==> src/rtl/spi_regbus_pkg.sv <==
package spi_regbus_pkg;
   typedef enum logic {
      PH_CMD  = 1'b0,
      PH_DATA = 1'b1
   } phase_t;

   typedef enum logic {
      DIR_WR = 1'b0,
      DIR_RD = 1'b1
   } dir_t;
endpackage

==> src/rtl/spi_pin_sync.sv <==
module spi_pin_sync #(
   parameter int   STAGES  = 2,
   parameter logic RST_VAL = 1'b0
) (
   input  logic clk,
   input  logic rst_n,
   input  logic d,
   output logic q
);
   logic [STAGES-1:0] chain;

   generate
      for (genvar i = 0; i < STAGES; i++) begin : g_stage
         if (i == 0) begin : g_first
            always_ff @(posedge clk or negedge rst_n) begin
               if (!rst_n) chain[0] <= RST_VAL;
               else        chain[0] <= d;
            end
         end else begin : g_next
            always_ff @(posedge clk or negedge rst_n) begin
               if (!rst_n) chain[i] <= RST_VAL;
               else        chain[i] <= chain[i-1];
            end
         end
      end
   endgenerate

   assign q = chain[STAGES-1];
endmodule

==> src/rtl/spi_bit_rx.sv <==
module spi_bit_rx #(
   parameter int DATA_W = 8,
   localparam int CNT_W = $clog2(DATA_W)
) (
   input  logic              clk,
   input  logic              rst_n,
   input  logic              active,
   input  logic              sclk_s,
   input  logic              mosi_s,
   output logic              sclk_fall,
   output logic [CNT_W-1:0]  bit_idx,
   output logic              byte_vld,
   output logic [DATA_W-1:0] byte_q
);
   logic              sclk_d;
   logic              sclk_rise;
   logic [DATA_W-1:0] shreg;
   logic [DATA_W-1:0] next_sh;

   assign sclk_rise = active &  sclk_s & ~sclk_d;
   assign sclk_fall = active & ~sclk_s &  sclk_d;
   assign next_sh   = {shreg[DATA_W-2:0], mosi_s};

   always_ff @(posedge clk or negedge rst_n) begin
      if (!rst_n) begin
         sclk_d   <= 1'b0;
         bit_idx  <= '0;
         shreg    <= '0;
         byte_vld <= 1'b0;
         byte_q   <= '0;
      end else begin
         sclk_d   <= sclk_s;
         byte_vld <= 1'b0;
         if (!active) begin
            bit_idx <= '0;
            shreg   <= '0;
         end else if (sclk_rise) begin
            shreg <= next_sh;
            if (bit_idx == CNT_W'(DATA_W-1)) begin
               bit_idx  <= '0;
               byte_vld <= 1'b1;
               byte_q   <= next_sh;
            end else begin
               bit_idx <= bit_idx + 1'b1;
            end
         end
      end
   end
endmodule

==> src/rtl/spi_bit_tx.sv <==
module spi_bit_tx #(
   parameter int DATA_W = 8,
   localparam int CNT_W = $clog2(DATA_W)
) (
   input  logic              clk,
   input  logic              rst_n,
   input  logic              active,
   input  logic              sclk_fall,
   input  logic [CNT_W-1:0]  bit_idx,
   input  logic              load,
   input  logic [DATA_W-1:0] load_data,
   output logic              miso
);
   logic [DATA_W-1:0] sr;

   always_ff @(posedge clk or negedge rst_n) begin
      if (!rst_n) begin
         sr <= '0;
      end else if (!active) begin
         sr <= '0;
      end else if (load) begin
         sr <= load_data;
      end else if (sclk_fall && bit_idx != '0) begin
         sr <= {sr[DATA_W-2:0], 1'b0};
      end
   end

   assign miso = sr[DATA_W-1];
endmodule

==> src/rtl/spi_regbus_slave.sv <==
module spi_regbus_slave
   import spi_regbus_pkg::*;
#(
   parameter int SYNC_STAGES = 2,
   parameter int DATA_W      = 8,
   localparam int ADDR_W     = DATA_W - 1,
   localparam int CNT_W      = $clog2(DATA_W)
) (
   input  logic              clk,
   input  logic              rst_n,
   input  logic              spi_csn,
   input  logic              spi_sclk,
   input  logic              spi_mosi,
   output logic              spi_miso,
   output logic              spi_miso_oe,
   output logic [ADDR_W-1:0] reg_addr,
   output logic [DATA_W-1:0] reg_wdata,
   output logic              reg_wr,
   output logic              reg_rd,
   input  logic [DATA_W-1:0] reg_rdata
);
   generate
      if (SYNC_STAGES < 2) begin : g_bad_sync
         $error("SYNC_STAGES must be at least 2");
      end
      if (DATA_W < 4) begin : g_bad_width
         $error("DATA_W must be at least 4");
      end
   endgenerate

   logic              csn_s, sclk_s, mosi_s, active;
   logic              sclk_fall, byte_vld;
   logic [CNT_W-1:0]  bit_idx;
   logic [DATA_W-1:0] byte_q;
   phase_t            phase;
   dir_t              dir;
   logic [ADDR_W-1:0] addr_q;

   spi_pin_sync #(.STAGES(SYNC_STAGES), .RST_VAL(1'b1)) u_sync_csn (
      .clk(clk), .rst_n(rst_n), .d(spi_csn), .q(csn_s));
   spi_pin_sync #(.STAGES(SYNC_STAGES), .RST_VAL(1'b0)) u_sync_sclk (
      .clk(clk), .rst_n(rst_n), .d(spi_sclk), .q(sclk_s));
   spi_pin_sync #(.STAGES(SYNC_STAGES), .RST_VAL(1'b0)) u_sync_mosi (
      .clk(clk), .rst_n(rst_n), .d(spi_mosi), .q(mosi_s));

   assign active = ~csn_s;

   spi_bit_rx #(.DATA_W(DATA_W)) u_rx (
      .clk(clk), .rst_n(rst_n), .active(active),
      .sclk_s(sclk_s), .mosi_s(mosi_s),
      .sclk_fall(sclk_fall), .bit_idx(bit_idx),
      .byte_vld(byte_vld), .byte_q(byte_q));

   spi_bit_tx #(.DATA_W(DATA_W)) u_tx (
      .clk(clk), .rst_n(rst_n), .active(active),
      .sclk_fall(sclk_fall), .bit_idx(bit_idx),
      .load(reg_rd), .load_data(reg_rdata),
      .miso(spi_miso));

   assign spi_miso_oe = active;

   always_ff @(posedge clk or negedge rst_n) begin
      if (!rst_n) begin
         phase     <= PH_CMD;
         dir       <= DIR_WR;
         addr_q    <= '0;
         reg_addr  <= '0;
         reg_wdata <= '0;
         reg_wr    <= 1'b0;
         reg_rd    <= 1'b0;
      end else begin
         reg_wr <= 1'b0;
         reg_rd <= 1'b0;
         if (!active) begin
            phase <= PH_CMD;
         end else if (byte_vld) begin
            if (phase == PH_CMD) begin
               phase  <= PH_DATA;
               dir    <= dir_t'(byte_q[DATA_W-1]);
               addr_q <= byte_q[ADDR_W-1:0];
               if (byte_q[DATA_W-1] == DIR_RD) begin
                  reg_rd   <= 1'b1;
                  reg_addr <= byte_q[ADDR_W-1:0];
               end
            end else if (dir == DIR_WR) begin
               reg_wr    <= 1'b1;
               reg_addr  <= addr_q;
               reg_wdata <= byte_q;
               addr_q    <= addr_q + 1'b1;
            end else begin
               reg_rd   <= 1'b1;
               reg_addr <= addr_q + 1'b1;
               addr_q   <= addr_q + 1'b1;
            end
         end
      end
   end
endmodule

==> config.mk <==
export PLATFORM = sky130hd
export DESIGN_NAME = spi_regbus_slave
export DESIGN_NICKNAME = d
export VERILOG_FILES = /design/src/rtl/spi_regbus_pkg.sv /design/src/rtl/spi_pin_sync.sv /design/src/rtl/spi_bit_rx.sv /design/src/rtl/spi_bit_tx.sv /design/src/rtl/spi_regbus_slave.sv
export SDC_FILE = /design/constraint.sdc
export NUM_CORES = 1
export LEC_CHECK = 0
export ABC_AREA = 1
export ABC_CLOCK_PERIOD_IN_PS = 1650
export BUFFER_PORTS_ARGS = -buffer_cell sky130_fd_sc_hd__buf_4
export CAP_MARGIN = 20
export CORE_MARGIN = 2
export CORE_UTILIZATION = 57
export CTS_BUF_LIST = sky130_fd_sc_hd__clkbuf_8 sky130_fd_sc_hd__clkbuf_16
export CTS_CLUSTER_SIZE = 8
export DETAILED_ROUTE_END_ITERATION = 12
export PLACE_DENSITY = 0.85
export SLEW_MARGIN = 20
export SYNTH_ARGS = -nofsm -noshare
export SYNTH_HDL_FRONTEND = slang
export SYNTH_SLANG_ARGS = --single-unit
==> constraint.sdc <==
create_clock -name clk -period 1.65 [get_ports clk]
set_input_delay 0.165 -clock clk [delete_from_list [all_inputs] [get_ports clk]]
set_output_delay 0.165 -clock clk [all_outputs]
set_load 0.01 [all_outputs]
# Word level (Yosys, flattened, before mapping)
# Cells that the tools add are included.
# word_totals
register_bits,60
input_bits,13
out_inout_bits,19
word_cells,68
# classes
n_addsub,2
n_eq_ne,1
n_mux,26
n_bitwise,9
n_reduce_logical,11
# ops
op,count
7-bit 2-to-1 mux,6
8-bit 2-to-1 mux,3
1-bit 2-to-1 mux,14
3-bit 2-to-1 mux,3
3-bit AND reduction,3
"7-bit by 1-bit adder with 7-bit output, second input constant",1
2-bit nonzero test,3
3-bit nonzero test,2
1-bit inverter,5
1-bit AND,4
4-bit AND reduction,1
"3-bit by 1-bit adder with 3-bit output, second input constant",1
"3-bit == test, second input constant",1
2-bit AND reduction,1
1-bit logical AND,1

# Logic depth before layout (Yosys ltp)
# Gate-level depths: netlist of the first run.
# depth
ltp_word,7
depth_mapped,8
mapped_depth_nobuf,7

# By module
# A second synthesis of the first run with hierarchy kept.
# unflattened
hier_cells,313
hier_area_um2,2758.9
# modules_own_cells
module,n_inst,cells_per_inst,area_each_um2,seq_area_each_um2
spi_regbus_slave,1,155,1293.7,650.6
spi_bit_rx,1,89,878.3,500.5
spi_bit_tx,1,63,434.2,200.2
spi_pin_sync at u_sync_mosi ...,2,2,50.0,50.0
spi_pin_sync at u_sync_csn,1,2,52.6,52.6

# Least setup slack after synthesis of the first run
# No wires, ideal clock.
# synth_timing
path_type,reg-to-reg
from,register reg_rd
to,register u_tx.sr[4]
setup_time_ps,126
t_arrival_ps,1102
required_time_ps,1524
path_slack_ps,422
path_stages_with_launch,7
path_buffers,2
synth_period_minus_slack_ps,1228
cell_sequence,dfrtp_1 -> buf_2 -> nor2_4 -> nand2_4 -> buf_6 -> nor2_1 -> a31oi_1
# synth_via
elab_chain_len,2
word_cells_on_any_way,3
cone_classes,mux: 2; reduce/logical: 1
# synth_rtl
element,line_no,text
from (decl),spi_regbus_slave.sv:19,"output logic reg_rd,"
from (signal assigned),spi_regbus_slave.sv:70,reg_rd <= 1'b0;
from (signal assigned),spi_regbus_slave.sv:73,reg_rd <= 1'b0;
from (signal assigned),spi_regbus_slave.sv:82,reg_rd <= 1'b1;
8-bit 2-to-1 mux,spi_bit_tx.sv:21,end else if (load) begin
8-bit 2-to-1 mux,spi_bit_tx.sv:19,end else if (!active) begin
to (signal assigned),spi_bit_tx.sv:22,sr <= load_data;
to (signal assigned),spi_bit_tx.sv:24,"sr <= {sr[DATA_W-2:0], 1'b0};"
to (decl),spi_bit_tx.sv:14,logic [DATA_W-1:0] sr;
# Several ways; a longest one is shown, not always the timed one.
# A chain may end at the register's enable or synchronous reset.

# Worst setup path after layout of the first run
# layout_timing
from,register u_sync_csn.chain[1] (netlist: u_sync_csn.q)
to,register reg_addr[3]
# layout_via
elab_chain_len,2
# layout_rtl
element,line_no,text
from (decl),spi_pin_sync.sv:10,logic [STAGES-1:0] chain;
"from (signal, indexed assignment)",spi_pin_sync.sv:22,else chain[i] <= chain[i-1];
1-bit inverter (no source line),--,
3-bit AND reduction (no source line),--,
to (signal assigned),spi_regbus_slave.sv:83,reg_addr <= byte_q[ADDR_W-1:0];
to (signal assigned),spi_regbus_slave.sv:87,reg_addr <= addr_q;
to (signal assigned),spi_regbus_slave.sv:92,reg_addr <= addr_q + 1'b1;
to (decl),spi_regbus_slave.sv:16,"output logic [ADDR_W-1:0] reg_addr,"
# Every way passes these cells.

==> run metrics, run 1 <==
status completed; Fmax 0.6925 GHz; Synthesized Nets a little over 300; n_diodes 0; GRT Util Overall 22.22%; die width between 70 and 80 um; CP endpoint kind flip-flop; worst slew pin tran approximately 0.72 ns; worst-path cell chain nor2_4, o21ai_2, inv_1, nor2_1, a21oi_1; commonest non-fill, non-tap cell in the layout dfrtp_1; commonest non-fill, non-tap cells in the layout dfrtp_1 (58), nand2_1 (56), inv_1 (34); Fin Clk Skew about 0.016 ns; DR WL/cell 13.69 um; TritonRoute pass-1 iters 4; combinational share of power under 10%; Seq/Total Area, Yosys between 50% and 60%; die area about 5200 um2; Leakage approximately 1.6 nW; fin. max-slew vios 0; Starting Density 60.32%; Int Power roughly 2.3 mW; Period Utilization, post-route between 80% and 90%; Core Area between 4000 and 5000 um2; Net Switching between 600 and 700 uW; floorplan row count 24; Syn Area/Cell 9.310 um2; Port Buffers 31; WP data arrival 1.67 ns; Detailed Place HPWL around 3500 um; RSZ-0062 raised after global routing no; Residual DRC 0; sequential power share between 50% and 60%; Synth warnings 0; Relative slew margins 51.70%; library cells used by synthesis 24; FF+latch count, synth 60; vias in the first global route 1945; power per cell area about 950 nW/um2; GP Congestion 0.8355; Final Setup Violations 0; Post-Place Cell Area about 2900 um2; Initial DRC Count 182; Worst Hold Class in2reg; DP Worst Slack between 0.2 and 0.25 ns; Post-CTS Resized 0; clk slew on worst S/H paths 0.07 ns; root buf cell clkbuf_8; worst-path fanout max 12; worst setup margin approximately 0.21 ns; share of cells above drive strength 1 between 20% and 30%; hold slack approximately 0.08 ns; Post-CTS Setup Inserts 0; final non-filler cell area approximately 3100 um2; fill count around 320; switching share of total power 22.01%; GRT overflow 0; Buf+Inv Stages, Crit Path 1; critical path's largest stage delay ~0.64 ns; Syn-to-layout area delta 17.90%; MaxCap Viol Count 0; Routed WL between 5000 and 6000 um; WS Path Type reg2reg; peak supply drop around 0.63 mV; CTS H-tree depth 3; Top Family by Delay on Critical Path flip-flops; # placed instances roughly 360; Critical Path Source Type flip-flop; fin nets ~340; first-pass GRT wire length about 9000 um; worst skew pair latency 0.34 ns; ANT nets after route 0; Syn Std Cell Area roughly 2700 um2; Final Critical Period 1.444 ns; TritonCTS buffer count 9; CTS Sinks 60; top-level port count 32; final cell count without fillers between 300 and 400; final-report hold violation count 0; clock buffer depth 2; Post-Syn Instances roughly 290; CP max-delay cell dfstp_2; initial antenna violation count 0; largest net degree at the start of global routing around 60; Vias/cell about 5.4; vias post-DR roughly 2100; Die Height 72.35 um; setup TNS 0 ns; Critical Path RT between 1.5 and 2 ns; clock power share 44.4%; CTS tree built
==> power groups by stage <==
stage	registers [mW]	clock network (mW)	logic (mW)
final	1.53	1.33	0.134
after global routing	1.53	1.40	0.156
after CTS	1.53	1.33	0.136
after detailed placement	1.55	0	0.126
after global placement	1.55	0	0.123
after floorplan	1.55	0	0.0610
==> flip-flops by register name, indices dropped and copies added (netlist names), 3 cells and up <==
signal,flops
u_tx.sr,8
u_rx.byte_q,8
addr_q,7
u_rx.bit_idx,3
reg_addr,7
u_rx.shreg,7
reg_wdata,8
==> synth_stat cells (all sizes together) <==
master  instances  area share [%]
or2             1            0.33
nor2           34             5.9
a22oi           3            0.85
dfrtp          58              55
o21ai          28             6.5
xor2            1            0.33
ha              4             1.9
buf             8             2.7
dfstp           2             2.0
a31oi          10             2.3
o211ai          1            0.28
nand3          23             4.3
nand2          60             9.2
a21oi           7             1.3
o21bai          2            0.56
inv            36             5.1
o22ai           8             1.9
==> tightest hold or removal path, cell delays in order <==
cell and delay (ns):
buf_4 0.07, nand3_1 0.07, nand2_1 0.07
==> per-stage QoR <==
step,power [mW],util (%)
finish,2.987,71.12
floorplan,1.612,-
global placement,1.674,65.62
CTS,2.997,71.12
detailed placement,1.680,65.62
global route,3.087,71.12
==> final timing paths <==
check	startpoint	depth (start not counted)	slack, ns	end
worst min register to register	u_sync_mosi.chain[0]	0	0.35	u_sync_mosi.q
max in group asynchronous	rst_n	2	0.73	dir
worst max register to register	u_sync_csn.q	5	0.21	reg_addr[3]
worst min-delay path	reg_rdata[0]	3	0.08	u_tx.sr[0]
worst max-delay path	u_sync_csn.q	5	0.21	reg_addr[3]
min in group asynchronous	rst_n	2	0.42	reg_addr[4]
==> cells by family (layout without fill, tap and decap cells) <==
logic type | after synthesis | after routing | synth area share (%)
compound gates | 59 | 59 | 13.77
xor+xnor | 1 | 1 | 0.3290
buf+inv | 44 | 88 | 7.753
fa+ha+maj | 4 | 4 | 1.880
flops | 60 | 60 | 56.48
simple gates | 118 | 118 | 19.78
==> final cells by class <==
cell class / instances / area [um2] / share of cell area, %
clock inverters: 5 / 51.30 / 1.634
inverters: 36 / 135.1 / 4.305
repair buffers: 36 / 280.3 / 8.928
well taps: 52 / 65.06 / 2.073
clock buffers: 11 / 151.4 / 4.823
flip-flops and latches: 60 / 1504 / 47.91
multi-input cells: 182 / 952.2 / 30.33
==> routing by layer <==
metal | GRT usage [%] | vias to the layer above | part of all wire [%] | routed length, um
li1 | - | 1014 | - | -
met1 | 28.73 | 985 | 44 | 2291
met2 | 35.27 | 57 | 50 | 2600
met3 | 5.972 | 10 | 4.8 | 249
met4 | 9.853 | 0 | 1.7 | 88
met5 | 0 | - | 0 | 0
==> repair_timing <==
item	in CTS	in global routing
endpoints found under the hold margin	61	0
hold buffers	4	0
endpoints found under the setup margin	0	0
(Power assumes the default switching activity.)
==> inputs of run 2 (changes only) <==
- ABC_AREA: 1 -> default
- CORE_UTILIZATION: 57 -> 53
- PLACE_DENSITY: 0.85 -> 0.81
==> run metrics, run 2 <==
Synth top area share 52.94% (-1.6 points); DR WL/cell 14.52 um (+6.1%); worst r2r path cells 5 (unchanged); ranking of synthesized cells by area dfrtp_1 (53%), mux2_4 (8.2%), a21oi_1 (3.5%); vias post-DR 1892 (-8.4%); CTS tree built; die width 75.92 um (+4.9%); root buf cell clkbuf_8; Final Setup Violations 0 (unchanged); GP Congestion 0.8232 (-1.5%); commonest non-fill, non-tap cells in the layout dfrtp_1 (58), buf_4 (44), nand2_1 (24); TritonCTS buffer count 9 (unchanged); Power Total 2.688 mW (-10%); ANT nets after route 0 (unchanged); CP endpoint kind flip-flop; Seq/Total Area, Yosys 54.86% (-1.6 points); floorplan row count 26 (+8.3%); Die Height 75.92 um (+4.9%); GRT Util Overall 19.35% (-2.9 points); status completed; worst-path fanout max 8 (-4); GRT overflow 0 (unchanged); Hold EP u_tx.sr[0]; commonest non-fill, non-tap cell in the layout dfrtp_1; fin nets 303 (-11%); top-level port count 32 (unchanged); hold depth 3 (unchanged); fill count 390 (+23%); critical register-to-register path startpoint u_rx.bit_idx[0]; Vias/cell 5.241 (-3.1%); RSZ-0062 raised after global routing no; CTS Sinks 60 (unchanged); number of synthesized flops with an enable pin 0 (unchanged); peak supply drop 0.7564 mV (+20%); Initial DRC Count 157 (-14%); Post-synth top cells dfrtp_1 (58), nand2_1 (24), nor2_1 (20); Critical Path Source Type flip-flop; Largest regs reg_wdata x8, u_rx.byte_q x8, u_tx.sr x8; Post-CTS Setup Inserts 0 (unchanged); clk slew on worst S/H paths 0.06 ns (about the same); clock buffer depth 2 (unchanged); TritonRoute pass-1 iters 4 (unchanged); Syn Area/Cell 11.38 um2 (+22%); worst slew pin tran 0.7419 ns (+0.01744 ns); Residual DRC 0 (unchanged); flop2flop setup slack 0.11 ns (-0.10 ns); power per cell area 815.8 nW/um2 (-14%); min-delay src reg_rdata[0]; fin. max-slew vios 0 (unchanged); Core Area 5042 um2 (+14%); setup TNS 0 ns (unchanged); WS Path Type reg2reg; Worst Hold Class in2reg; Final Critical Period 1.540 ns (+0.09574 ns); die area 5764 um2 (+10%); Fin Clk Skew 0.006520 ns (-0.009022 ns); RR Endpoint u_tx.sr[7]; vias in the first global route 1915 (-1.5%); initial antenna violation count 0 (unchanged); FF+latch count, synth 60 (unchanged); share of cells above drive strength 1 28.18% (+7.0 points); Synth warnings 0 (unchanged); MaxCap Viol Count 0 (unchanged); Detailed Place HPWL 3665 um (+3.8%); n_diodes 0 (unchanged); Multi-input gate area 1124 um2 (+18%); Post-Syn Instances 241 (-16%); largest net degree at the start of global routing 61 (unchanged); FF+latch area 1504 um2 (unchanged); final-report hold violation count 0 (unchanged); Fmax 0.6494 GHz (-6.2%); first-pass GRT wire length 8921 um (+1.6%); Leakage 1.592 nW (+0.79%); Port Buffers 31 (unchanged); CTS H-tree depth 3 (unchanged); count leader, synth dfrtp_1; Syn-to-layout area delta 20.17%; Starting Density 54.37% (-6.0 points); library cells used by synthesis 42 (+75%); Syn Std Cell Area 2741 um2 (+3.0%); leading area contributor after synthesis dfrtp_1; Period Utilization, post-route 93.33% (+5.8 points); DP Worst Slack -0.02989 ns (-0.2436 ns); Relative slew margins 50.54% (-1.2 points); WP data arrival 1.76 ns (+0.09 ns); worst setup margin 0.1101 ns (-0.09574 ns); Layout Utilization 65.34% (-5.8 points); Top FF cell, synth dfrtp_1; Async S/R FF share, synth 100.0% (unchanged); worst skew pair latency 0.34 ns (about the same); Synthesized Nets 258 (-15%); Routed WL 5243 um (+0.25%); Critical Path RT 1.87 ns (about the same)
==> run 2: worst max-delay path: stages, from the launching register on <==
cell and delay (ns):
dfrtp_1 0.41, inv_1 0.07, ha_1 0.14, nand2b_1 0.05, a311o_2 0.44, mux2_4 0.33
==> run 2: cells by family (layout without fill, tap and decap cells) <==
group                      count (synthesis)  count (layout)  share of synthesized area [%]
adders and majority gates                  4               4                          1.826
buffers and inverters                     22              72                          4.381
muxes                                     34              34                          15.61
and+or+nand+nor                           69              69                          11.91
xor gates and xnor gates                   3               3                         0.9586
DFF                                       60              60                          54.86
AOI/OAI and AO/OA                         49              49                          10.45
==> run 2: worst max-delay path by stage <==
stage	start	endpoint	slack, ns	cells after the start
2_1_floorplan	u_rx.bit_idx[0]	u_tx.sr[1]	0.13	6
3_3_place_gp	u_rx.bit_idx[0]	u_tx.sr[7]	0.005	5
3_5_place_dp	u_rx.bit_idx[0]	u_tx.sr[7]	-0.03	5
4_1_cts	u_rx.bit_idx[0]	u_tx.sr[7]	0.03	5
5_1_grt	u_rx.bit_idx[0]	u_tx.sr[7]	0.03	5
6_report	u_rx.bit_idx[0]	u_tx.sr[7]	0.11	5
==> run 2: through the flow <==
| stage | cell area [um2] | instances | hold slack (ns) |
|---|---|---|---|
| final | 3294 | 361 | 0.08301 |
| after global routing | 3294 | 361 | 0.1190 |
| after CTS | 3291 | 361 | 0.08256 |
| after detailed placement | 3085 | 341 | 0.2744 |
| after global placement | 3085 | 341 | 0.2745 |
| after floorplan | 2741 | 241 | -0.1306 |
==> run 2: timing repair <==
item	CTS	global route
cloned	0	0
pin swaps	0	1
setup endpoints to repair	8	9
gates resized for setup	2	1
endpoints found under the hold margin	61	0
hold buffers	4	0
==> run 2: final cells by class <==
| class | count | share of cell area [%] |
|---|---|---|
| Tap cell | 70 | 2.659 |
| Clock buffer | 10 | 4.178 |
| Inverter | 7 | 0.7976 |
| Multi-Input combinational cell | 159 | 34.11 |
| Sequential cell | 60 | 45.65 |
| Clock inverter | 6 | 0.7596 |
| Timing Repair Buffer | 49 | 11.85 |
==> run 2: power by group <==
part / internal (mW) / switching, mW / total, mW
clock network: 0.558 / 0.529 / 1.09
registers: 1.49 / 0.00935 / 1.50
logic: 0.0433 / 0.0614 / 0.105
total: 2.09 / 0.600 / 2.69
==> run 2: layer usage <==
layer	vias to the layer above	track usage, %	wire length (um)
met5	-	0	0
met4	0	7.636	72
met3	9	3.571	155
met2	31	32.14	2669
met1	931	25.38	2346
li1	921	-	-
